**config.mk**
```make
export PLATFORM = sky130hd
export DESIGN_NAME = cvt_d2i
export DESIGN_NICKNAME = d
export VERILOG_FILES = /design/src/rtl/cvt_pkg.sv /design/src/rtl/cvt_decode.sv /design/src/rtl/cvt_round.sv /design/src/rtl/cvt_pack.sv /design/src/rtl/cvt_d2i.sv
export SDC_FILE = /design/constraint.sdc
export NUM_CORES = 1
export LEC_CHECK = 0
export BUFFER_PORTS_ARGS = -buffer_cell sky130_fd_sc_hd__buf_4
export CELL_PAD_IN_SITES_DETAIL_PLACEMENT = 2
export CELL_PAD_IN_SITES_GLOBAL_PLACEMENT = 2
export CORE_MARGIN = 2
export CORE_UTILIZATION = 36
export CTS_CLUSTER_SIZE = 16
export DETAILED_ROUTE_END_ITERATION = 8
export GPL_TIMING_DRIVEN = 0
export PLACE_DENSITY_LB_ADDON = 0.05
export SYNTH_ARGS = -nofsm -noshare
export SYNTH_HDL_FRONTEND = slang
export SYNTH_HIERARCHICAL = 1
export SYNTH_SLANG_ARGS = --single-unit
```
**constraint.sdc**
```tcl
create_clock -name clk -period 1.4 [get_ports clk]
set_input_delay 0.21 -clock clk [delete_from_list [all_inputs] [get_ports clk]]
set_output_delay 0.21 -clock clk [all_outputs]
set_load 0.005 [all_outputs]
```
**src/rtl/cvt_pkg.sv**
```systemverilog
package cvt_pkg;

  typedef enum logic [1:0] {
    RM_NEAR = 2'd0,
    RM_ZERO = 2'd1,
    RM_UP   = 2'd2,
    RM_DOWN = 2'd3
  } rmode_e;

  typedef struct packed {
    logic exc_sum;
    logic inv_sum;
    logic inv_cvt;
    logic inv_snan;
  } fset_t;

  typedef struct packed {
    logic frac_rnd;
    logic frac_inx;
  } fclr_t;

endpackage

```
**src/rtl/cvt_decode.sv**
```systemverilog
module cvt_decode #(
  parameter int unsigned EXW  = 11,
  parameter int unsigned FRW  = 52,
  parameter int unsigned INTW = 32
) (
  input  logic [EXW+FRW:0] op,
  output logic             sign,
  output logic             is_nan,
  output logic             is_snan,
  output logic             huge,
  output logic [INTW-1:0]  ipart,
  output logic             rbit,
  output logic             sticky
);
  localparam int unsigned GW  = FRW + 12;
  localparam int unsigned LW  = FRW + 1 + GW;
  localparam int unsigned SW  = EXW + 2;
  localparam int unsigned SHW = $clog2(LW) + 1;
  localparam logic signed [SW-1:0] BIAS  = SW'((1 << (EXW - 1)) - 1);
  localparam logic signed [SW-1:0] MIN_E = -1;
  localparam logic signed [SW-1:0] MAX_E = SW'(INTW - 1);
  localparam logic signed [SW-1:0] FRW_S = SW'(FRW);

  logic [EXW-1:0]        expf;
  logic [FRW-1:0]        frac;
  logic                  all_ones;
  logic signed [SW-1:0]  unb;
  logic signed [SW-1:0]  sh_s;
  logic                  tiny;
  logic [LW-1:0]         wide;
  logic [LW-1:0]         shifted;

  assign expf     = op[EXW+FRW-1 -: EXW];
  assign frac     = op[FRW-1:0];
  assign sign     = op[EXW+FRW];
  assign all_ones = &expf;
  assign is_nan   = all_ones && (|frac);
  assign is_snan  = is_nan && !frac[FRW-1];
  assign unb      = $signed({2'b00, expf}) - BIAS;
  assign sh_s     = FRW_S - unb;
  assign tiny     = unb < MIN_E;
  assign huge     = all_ones || (unb > MAX_E);
  assign wide     = {1'b1, frac, {GW{1'b0}}};

  always_comb begin
    shifted = wide >> sh_s[SHW-1:0];
    ipart   = '0;
    rbit    = 1'b0;
    sticky  = 1'b0;
    if (huge) begin
      ipart = '0;
    end else if (tiny) begin
      sticky = |op[EXW+FRW-1:0];
    end else begin
      ipart  = shifted[GW +: INTW];
      rbit   = shifted[GW-1];
      sticky = |shifted[GW-2:0];
    end
  end

endmodule

```
**src/rtl/cvt_round.sv**
```systemverilog
module cvt_round
  import cvt_pkg::*;
#(
  parameter int unsigned INTW = 32
) (
  input  logic            sign,
  input  rmode_e          mode,
  input  logic [INTW-1:0] ipart,
  input  logic            rbit,
  input  logic            sticky,
  output logic [INTW:0]   mag
);
  logic inc;

  always_comb begin
    unique case (mode)
      RM_NEAR: inc = rbit && (sticky || ipart[0]);
      RM_ZERO: inc = 1'b0;
      RM_UP:   inc = !sign && (rbit || sticky);
      RM_DOWN: inc = sign && (rbit || sticky);
      default: inc = 1'b0;
    endcase
  end

  assign mag = {1'b0, ipart} + {{INTW{1'b0}}, inc};

endmodule

```
**src/rtl/cvt_pack.sv**
```systemverilog
module cvt_pack
  import cvt_pkg::*;
#(
  parameter int unsigned INTW = 32,
  parameter int unsigned OPW  = 64
) (
  input  logic            sign,
  input  logic            is_nan,
  input  logic            is_snan,
  input  logic            huge,
  input  logic [INTW:0]   mag,
  input  logic            inv_en,
  output logic [OPW-1:0]  result,
  output logic            wr_en,
  output fset_t           fset,
  output fclr_t           fclr,
  output logic            exc
);
  localparam int unsigned TAGW = OPW - INTW;
  localparam logic [TAGW-1:0] TAG    = {{13{1'b1}}, {(TAGW-13){1'b0}}};
  localparam logic [INTW-1:0] MAXPOS = {1'b0, {(INTW-1){1'b1}}};
  localparam logic [INTW-1:0] MINNEG = {1'b1, {(INTW-1){1'b0}}};

  logic            over;
  logic            invalid;
  logic [INTW-1:0] low;

  always_comb begin
    if (sign) over = huge || (mag > {1'b0, MINNEG});
    else      over = huge || (mag > {1'b0, MAXPOS});
  end

  assign invalid = is_nan || over;

  always_comb begin
    if (is_nan)     low = MINNEG;
    else if (over)  low = sign ? MINNEG : MAXPOS;
    else if (sign)  low = -mag[INTW-1:0];
    else            low = mag[INTW-1:0];
  end

  assign result        = {TAG, low};
  assign exc           = invalid && inv_en;
  assign wr_en         = !(invalid && inv_en);
  assign fset.exc_sum  = invalid && inv_en;
  assign fset.inv_sum  = invalid;
  assign fset.inv_cvt  = invalid;
  assign fset.inv_snan = is_snan;
  assign fclr.frac_rnd = invalid;
  assign fclr.frac_inx = invalid;

endmodule

```
**src/rtl/cvt_d2i.sv**
```systemverilog
module cvt_d2i
  import cvt_pkg::*;
#(
  parameter int unsigned EXW  = 11,
  parameter int unsigned FRW  = 52,
  parameter int unsigned INTW = 32
) (
  input  logic               clk,
  input  logic               rst_n,
  input  logic               in_valid,
  output logic               in_ready,
  input  logic [EXW+FRW:0]   in_operand,
  input  logic [1:0]         in_rmode,
  input  logic               in_trunc,
  input  logic               in_inv_en,
  output logic               out_valid,
  input  logic               out_ready,
  output logic [EXW+FRW:0]   out_result,
  output logic               out_wr_en,
  output logic [3:0]         out_flag_set,
  output logic [1:0]         out_flag_clr,
  output logic               out_exc
);
  localparam int unsigned OPW = EXW + FRW + 1;

  logic            d_sign, d_nan, d_snan, d_huge, d_rbit, d_sticky;
  logic [INTW-1:0] d_ipart;
  logic [INTW:0]   r_mag;
  rmode_e          eff_mode;
  logic [OPW-1:0]  p_result;
  logic            p_wr, p_exc;
  fset_t           p_set;
  fclr_t           p_clr;
  logic            accept;

  assign eff_mode = in_trunc ? RM_ZERO : rmode_e'(in_rmode);
  assign in_ready = !out_valid || out_ready;
  assign accept   = in_valid && in_ready;

  cvt_decode #(.EXW(EXW), .FRW(FRW), .INTW(INTW)) u_dec (
    .op(in_operand), .sign(d_sign), .is_nan(d_nan), .is_snan(d_snan),
    .huge(d_huge), .ipart(d_ipart), .rbit(d_rbit), .sticky(d_sticky)
  );

  cvt_round #(.INTW(INTW)) u_rnd (
    .sign(d_sign), .mode(eff_mode), .ipart(d_ipart), .rbit(d_rbit),
    .sticky(d_sticky), .mag(r_mag)
  );

  cvt_pack #(.INTW(INTW), .OPW(OPW)) u_pack (
    .sign(d_sign), .is_nan(d_nan), .is_snan(d_snan), .huge(d_huge),
    .mag(r_mag), .inv_en(in_inv_en), .result(p_result), .wr_en(p_wr),
    .fset(p_set), .fclr(p_clr), .exc(p_exc)
  );

  always_ff @(posedge clk or negedge rst_n) begin
    if (!rst_n) begin
      out_valid    <= 1'b0;
      out_result   <= '0;
      out_wr_en    <= 1'b0;
      out_flag_set <= '0;
      out_flag_clr <= '0;
      out_exc      <= 1'b0;
    end else if (accept) begin
      out_valid    <= 1'b1;
      out_result   <= p_result;
      out_wr_en    <= p_wr;
      out_flag_set <= p_set;
      out_flag_clr <= p_clr;
      out_exc      <= p_exc;
    end else if (out_ready) begin
      out_valid    <= 1'b0;
    end
  end

  AST_TAG_ON_WRITE: assert property (@(posedge clk) disable iff (!rst_n)
    out_valid && out_wr_en |-> out_result[OPW-1:OPW-13] == 13'h1FFF) else $error("tag");
  AST_CLR_ONLY_INVALID: assert property (@(posedge clk) disable iff (!rst_n)
    out_valid && (|out_flag_clr) |-> out_flag_set[1] && out_flag_set[2]) else $error("clr");
  AST_SNAN_IS_INVALID: assert property (@(posedge clk) disable iff (!rst_n)
    out_valid && out_flag_set[0] |-> out_flag_set[1] && (&out_flag_clr)) else $error("snan");
  AST_NO_WRITE_TRAP: assert property (@(posedge clk) disable iff (!rst_n)
    out_valid && !out_wr_en |-> out_exc && out_flag_set[3] && out_flag_set[1]) else $error("trap");
  AST_HOLD_STALL: assert property (@(posedge clk) disable iff (!rst_n)
    out_valid && !out_ready |=> out_valid && $stable(out_result) && $stable(out_flag_set)
    && $stable(out_exc)) else $error("hold");
  AST_DONE_NEXT: assert property (@(posedge clk) disable iff (!rst_n)
    in_valid && in_ready |=> out_valid) else $error("done");

endmodule

```
==> impl_metrics.csv, run 1 <==
group,metric,value,unit
yosys,netlist.area_leader.share,18.1,%
yosys,synthArstFlopShare,100,%
yosys,yosys_register_bits,73,
yosys,syn_area_per_cell,8.45,µm²
floorplan,initial_core_util,36.4,%
grt,grt_start_max_net_pins,74,
yosys,synth.most_common_cell,"nor2_1",
cts,cts_buffer_depth,2,
yosys,synth_common_cells,"nor2_1 (148), nand2_1 (101), dfrtp_1 (73)",
cts,cts_root_buf,"clkbuf_16",
status,stop_error,"[ERROR DPL-0033] detailed placement checks failed during check placement.",
floorplan,fp.dieW,171,µm
cts,h-tree-depth,3,
yosys,ys_seq_area_share,18.1,%
placement,hpwl,38.2,mm
yosys,syn_area,0.0101,mm²
cts,cts_hold_buf,0,
cts,cts.sinks,73,
yosys,ys.flop_type,"dfrtp_1",
sta,worst_endpoint_kind,"sequential cell input",
placement,port_buffers,141,
floorplan,io_pins,146,
placement,place_ws,-6.97,ns
yosys,synth.distinct_cells,82,
yosys,yosys_warnings,6,
sta,grt_worst_setup_endpoint,"out_result[27]$_DFFE_PN0P_/D",
status,stop_stage,"global routing",
yosys,synthTopCellsByArea,"dfrtp_1 (18%), mux4_2 (11%), mux2_4 (10%)",
cts,cts_buffers,9,
yosys,synth_cells,1195,
yosys,yosysTopAreaCell,"dfrtp_1",
floorplan,die_h,171,µm
yosys,synth_edf_count,0,
floorplan,num_rows,61,
placement,gp_congestion,0.936,
grt,antenna_found_initial,2,
status,status,"stopped before the end",
==> cell families after synthesis <==
logic type                 count (synthesis)  share of synthesized area [%]
xor gates and xnor gates                  44                           3.82
muxes                                    131                           22.8
buffers and inverters                    148                           8.55
DFF                                       73                           18.1
AOI/OAI and AO/OA                        287                           19.5
and+or+nand+nor                          502                           26.2
adders and majority gates                  8                          0.992
other                                      2                         0.0744
==> repair_timing <==
item,4_1_cts
setup buffers,90
hold endpoints to repair,0
endpoints found under the setup margin,40
gates cloned,4
gates resized for setup,220
pin swaps,64
==> metrics by stage <==
| step | instance area (µm²) | setup TNS, ns | hold WS, ns | std cells | util, % |
|---|---|---|---|---|---|
| after CTS | 14100 | -197.75 | 0.0323 | 1848 | 51.0 |
| after detailed placement | 12100 | -268.00 | 0.420 | 1744 | 43.6 |
| after global placement | 12100 | -264.46 | 0.406 | 1744 | 43.6 |
| after floorplan | 10500 | -181.64 | -0.0856 | 1225 | - |
==> inputs of run 2 (changes only) <==
CELL_PAD_IN_SITES_DETAIL_PLACEMENT = default   (was 2)
CELL_PAD_IN_SITES_GLOBAL_PLACEMENT = default   (was 2)
CORE_UTILIZATION = 40   (was 36)
CTS_CLUSTER_SIZE = default   (was 16)
PLACE_DENSITY_LB_ADDON = 0.15   (was 0.05)
==> run 2 against run 1 <==
  * The flow now finishes, with violations (negative setup slack)
  * Synthesized cell count did not move
  * Area after synthesis unchanged
==> impl_metrics.csv, run 2 <==
group,metric,value,unit
placement,dp.cells,1696,
yosys,synth_cells,1195,
floorplan,die_h,163,µm
placement,place_ws,-6.91,ns
worst_setup_path,reg2reg_slack,0.11,ns
cells_and_area,largest_reg_flops,64,
grt,grt_use_total,31.9,%
cells_and_area,area_growth,45.6,%
cells_and_area,fin_cells,1817,
drt,firstDrtPassIters,5,
cts,cts_buffers,9,
worst_setup_path,r2r-end,"out_result[23]$_DFFE_PN0P_",
drt,vias_per_cell,6.30,
cells_and_area,fin_util,58.9,%
yosys,synthArstFlopShare,100,%
yosys,synth_edf_count,0,
cts,cts.sinks,73,
sta,fin_ws,-5.10,ns
sta,fmax,154,MHz
sta,period_share,465,%
pwr,power,13700,µW
grt,grt_start_max_net_pins,74,
drt,wl,43.3,mm
cells_and_area,fillers,2266,
yosys,synth_common_cells,"nor2_1 (148), nand2_1 (101), dfrtp_1 (73)",
drt,vias,11400,
placement,port_buffers,141,
floorplan,initial_core_util,40.4,%
worst_setup_path,cp-end-kind,"register",
drt,initialDrtViolationCount,858,
yosys,netlist.area_leader.share,18.1,%
floorplan,coreArea,0.0250,mm²
worst_setup_path,r2r_cells,4,
cts,cts_tree,"done",
yosys,synthTopCellsByArea,"dfrtp_1 (18%), mux4_2 (11%), mux2_4 (10%)",
cts,clock_latency,0.34,ns
status,status,"complete, but fails checks",
pwr,leakage,0.00617,µW
floorplan,num_rows,58,
yosys,yosys_warnings,6,
yosys,ys.flop_type,"dfrtp_1",
worst_setup_path,cp_max_fo,10,
cts,h-tree-depth,3,
worst_setup_path,cp-start-kind,"input pin",
sta,tightest_slew,1.01,ns
grt,grt-ovfl-total,0,
drt,drcViolationCount,0,
cells_and_area,layout_common_cells,"buf_4 (263), nor2_1 (144), nand2_1 (95), dfrtp_1 (73), mux2_4 (70)",
yosys,yosysTopAreaCell,"dfrtp_1",
yosys,ys_seq_area_share,18.1,%
placement,hpwl,32.9,mm
grt,grt_pass1_wl,65.1,mm
yosys,syn_area,0.0101,mm²
sta,finalHoldViolations,0,
sta,rsz0062_at_grt,"yes",
placement,gp_congestion,0.972,
cells_and_area,diodes,0,
sta,fin_crit,6.50,ns
drt,ant_nets,0,
yosys,yosys_register_bits,73,
floorplan,fp.dieW,163,µm
yosys,synth.most_common_cell,"nor2_1",
cells_and_area,final_common_cell,"buf_4",
yosys,synth.distinct_cells,82,
cts,cts_buffer_depth,2,
cells_and_area,reg_top3,"out_result x64, out_flag_set x4, out_flag_clr x2",
cells_and_area,drive_above_1_share,48.4,%
sta,fin_skew,0.0107,ns
cts,clkTransAtPathRegs,0.06,ns
yosys,syn_area_per_cell,8.45,µm²
worst_setup_path,cp.arrival,6.73,ns
sta,setup_violations,40,
grt,antenna_found_initial,0,
sta,hold_slack,0.0000450,ns
cells_and_area,nets,1562,
grt,first_global_vias,11200,
cts,cts_root_buf,"clkbuf_16",
sta,slew_headroom,32.0,%
floorplan,die-area,0.0265,mm²
cells_and_area,largest-register,"out_result",
pwr,powerDensity,935,mW/mm²
drt,wl_per_cell,23.8,µm
status,failed_checks,"negative setup slack",
worst_setup_path,path_class,"input pin to register",
min_path,min_path_type,"input pin to async pin",
worst_setup_path,required,1.62,ns
worst_setup_path,regToRegStartpoint,"out_valid$_DFFE_PN0P_",
job,drv_cap,0,
sta,slew_violations,0,
floorplan,io_pins,146,
pwr,peakVddDrop,0.000661,V
==> run 2: worst max-delay path by stage <==
stage,start,endpoint,depth (start not counted)
5_1_grt,in_operand[52],out_flag_set[3]$_DFFE_PN0P_,31
6_report,in_operand[54],out_flag_set[3]$_DFFE_PN0P_,28
4_1_cts,in_operand[52],out_flag_set[3]$_DFFE_PN0P_,33
2_1_floorplan,in_operand[52],out_flag_set[3]$_DFFE_PN0P_,32
3_5_place_dp,in_operand[52],out_result[28]$_DFFE_PN0P_,30
3_3_place_gp,in_operand[52],out_result[10]$_DFFE_PN0P_,30
==> run 2: what timing repair did <==
item | in CTS | in global routing
endpoints found under the setup margin | 40 | 41
buffers inserted | 84 | 27
resized for setup | 250 | 70
pin swaps | 79 | 56
hold buffers | 0 | 0
cloned | 3 | 0
==> run 2: cells by family after synthesis <==
kind of cell,count (synthesis),synth area share (%)
xor+xnor,44,3.82
flops,73,18.1
compound gates,287,19.5
buf+inv,148,8.55
mux,131,22.8
other cells,2,0.0744
simple gates,502,26.2
fa+ha+maj,8,0.992
==> run 2: cell type report <==
cell class / count / area [µm²] / area share (%)
tap: 330 / 413 / 2.81
inverter: 18 / 75.1 / 0.511
sequential: 73 / 1830 / 12.4
multi-input combinational: 1004 / 9030 / 61.5
timing repair buffer: 250 / 2040 / 13.9
clock buffer: 10 / 229 / 1.56
buffer: 126 / 1030 / 7.04
clock inverter: 6 / 42.5 / 0.289
==> run 2: critical path: stages <==
cell,delay [ns]
buf_4,0.10
clkbuf_2,0.24
clkbuf_2,0.36
buf_2,0.35
clkbuf_2,0.40
nand2_1,0.17
nor3_4,0.19
nor4_2,0.07
and4b_2,0.25
a211oi_2,0.22
a31oi_1,0.06
o211ai_1,0.33
a2111oi_4,0.10
a31oi_2,0.26
a21oi_2,0.08
a211oi_2,0.26
ha_2,0.28
nand3_4,0.12
nor3_4,0.35
nand3_2,0.19
xnor2_4,0.23
or4_4,0.61
nor4_4,0.23
and4_4,0.33
o21ai_4,0.09
o21a_1,0.21
buf_4,0.13
mux2_4,0.26
==> run 2: per-layer routing <==
metal  GRT usage, %  part of all wire (%)  vias up
li1               -                     -     5095
met3           4.28                   5.9      194
met5              0                     0        -
met4           19.8                   7.5        0
met2           55.0                    48      615
met1           37.6                    39     5544
==> run 2: power breakdown <==
group	internal [µW]	switching [µW]
clock network	1210	994
logic	4170	4500
registers	2580	288
==> run 2: through the flow <==
| stage | setup TNS (ns) | area [µm²] |
|---|---|---|
| finish | -197.18 | 14700 |
| global route | -208.33 | 14700 |
| CTS | -197.01 | 14200 |
| detailed placement | -266.87 | 12000 |
| global placement | -271.91 | 12000 |
| floorplan | -181.64 | 10500 |
No activity file was read; power rests on OpenSTA's default activity.
==> inputs of run 3 (changes only) <==
SETUP_SLACK_MARGIN = 0.5   (was default)
==> run 3 against run 2 <==
  * The flow finishes with violations (negative hold slack, negative setup slack)
  * Clock power rose by 15%
  * Combinational power rose by 15%
  * Final cell count rose by 6.2%
  * Core utilization rose by 5.3 points
  * Hold slack got worse by 0.0023 ns
  * Count of clock-buffer cells in the layout did not move
  * Critical path type unchanged
  * Largest cell class unchanged
  * Highest routed layer unchanged
==> impl_metrics.csv, run 3 (synthesized netlist as in run 2, its figures left out) <==
group,metric,value,unit
status,status,"complete, but fails checks",
status,failed_checks,"negative hold slack, negative setup slack",
cts,cts_tree,"done",
sta,fin_crit,6.65,ns
cells_and_area,final_common_cell,"buf_4",
sta,fin_ws,-5.25,ns
grt,globalRouteMet3Util,4.30,%
worst_setup_path,cp_max_fo,8,
cts,clkTransAtPathRegs,0.06,ns
sta,tightest_slew,0.999,ns
pwr,peakVddDrop,0.000850,V
sta,slew_headroom,33.0,%
pwr,powerDensity,963,mW/mm²
cells_and_area,reg_top3,"out_result x64, out_flag_set x4, out_flag_clr x2",
placement,gp_congestion,1.06,
floorplan,io_pins,146,
grt,grt_pass1_wl,64.5,mm
grt,grt_use_total,31.4,%
drt,wl_per_cell,22.6,µm
cells_and_area,drive_above_1_share,51.8,%
worst_setup_path,worst_path_max_delay_cell,"or4_4",
grt,antenna_found_initial,0,
sta,period_share,475,%
cts,cts_buffers,9,
cts,cts_buffer_depth,2,
sta,slew_violations,0,
placement,port_buffers,141,
floorplan,die_h,163,µm
drt,vias,11900,
worst_setup_path,cp.arrival,6.88,ns
grt,use_met2,53.0,%
drt,vias_per_cell,6.18,
pwr,leakage,0.00688,µW
cells_and_area,diodes,0,
cts,clock_latency,0.34,ns
worst_setup_path,path_class,"input pin to register",
grt,grt_start_max_net_pins,74,
worst_setup_path,cp-end-kind,"register",
worst_setup_path,crit_buf_inv,10,
cells_and_area,largest-register,"out_result",
sta,fin_skew,0.00954,ns
cts,cts_root_buf,"clkbuf_16",
sta,rsz0062_at_grt,"yes",
drt,wl,43.6,mm
floorplan,fp.dieW,163,µm
grt,first_global_vias,11300,
drt,drcViolationCount,0,
worst_setup_path,cp-start-kind,"input pin",
min_path,min_path_type,"input pin to async pin",
cells_and_area,area_growth,58.8,%
placement,hpwl,31.5,mm
grt,grt_util_met1,38.2,%
drt,ant_nets,0,
floorplan,num_rows,58,
cts,cts.sinks,73,
grt,grt-ovfl-total,0,
cts,cts_hold_buf,0,
worst_setup_path,worst_path_most_repeated_cell,"buf_4",
grt,grt-busiest-layer,"met2",
drt,initialDrtViolationCount,1068,
cells_and_area,fin_util,64.2,%
worst_setup_path,crit_family,"simple AND/OR/NAND/NOR gates",
job,drv_cap,0,
floorplan,initial_core_util,40.4,%
floorplan,die-area,0.0265,mm²
sta,finalHoldViolations,3,
sta,fmax,150,MHz
cells_and_area,largest_reg_flops,64,
cts,h-tree-depth,3,
sta,setup_violations,43,
cells_and_area,nets,1675,
drt,firstDrtPassIters,5,
floorplan,coreArea,0.0250,mm²
cells_and_area,layout_common_cells,"buf_4 (293), nor2_1 (140), buf_6 (106), nand2_1 (99), dfrtp_1 (73)",
worst_setup_path,cpPeakStageDelay,0.62,ns
sta,hold_slack,-0.00228,ns
worst_setup_path,required,1.63,ns
## run 3: per-layer routing
metal | vias up | routed length (µm)
met5 | - | 0
met4 | 0 | 3180
met3 | 213 | 2650
met2 | 697 | 20900
met1 | 5716 | 16900
li1 | 5311 | -
## run 3: worst register-to-register path: cells and delay by family, from the launching register on
family | cells | cell delay, ns
and+or+nand+nor | 2 | 0.21
buffers and inverters | 3 | 0.40
muxes | 1 | 0.29
DFF | 1 | 0.41
## run 3: layout make-up
| cell class | instances | area [µm²] |
|---|---|---|
| clock inverters | 6 | 90.1 |
| flip-flops and latches | 73 | 1830 |
| inverters | 18 | 77.6 |
| plain buffers | 130 | 1110 |
| fillers | 2088 | 8940 |
| multi-input cells | 1007 | 9050 |
| well taps | 330 | 413 |
| repair buffers | 356 | 3220 |
| clock buffers | 10 | 229 |
## run 3: final timing paths
path                       slack, ns  cells past startpoint                        from                          to
min in group clk                0.18                      2                    in_valid       out_valid$_DFFE_PN0P_
max reg2reg                    -0.02                      6       out_valid$_DFFE_PN0P_  out_result[50]$_DFFE_PN0P_
max in group asynchronous       0.77                      1                       rst_n  out_result[52]$_DFFE_PN0P_
max                            -5.25                     35              in_operand[52]  out_result[31]$_DFFE_PN0P_
min                           -0.002                      1                       rst_n  out_result[39]$_DFFE_PN0P_
min reg2reg                     0.54                      1  out_result[32]$_DFFE_PN0P_  out_result[32]$_DFFE_PN0P_
## run 3: per-stage QoR
| stage | TNS, ns | worst slack (ns) | std cells | total power [µW] | cell area, µm² |
|---|---|---|---|---|---|
| floorplan | -181.64 | -4.80 | 1225 | 7330 | 10600 |
| global placement | -257.75 | -6.67 | 1696 | 9710 | 12000 |
| CTS | -201.86 | -5.26 | 1854 | 14400 | 15000 |
| global route | -211.91 | -5.52 | 1930 | 16200 | 16000 |
| detailed placement | -258.41 | -6.71 | 1696 | 9730 | 12000 |
| finish | -202.93 | -5.25 | 1930 | 15400 | 16000 |
## run 3: power by group
| part | leakage (µW) | switching (µW) | total, µW | internal [µW] |
|---|---|---|---|---|
| registers | 0.000857 | 336 | 2920 | 2580 |
| clock network | 0.000153 | 970 | 2540 | 1570 |
| logic | 0.00587 | 4720 | 9970 | 5250 |
## run 3: timing repair
item | 4_1_cts | 5_1_grt
pin swaps | 56 | 64
resized for setup | 297 | 99
setup endpoints to repair | 146 | 146
cloned | 7 | 3
setup buffers | 135 | 73
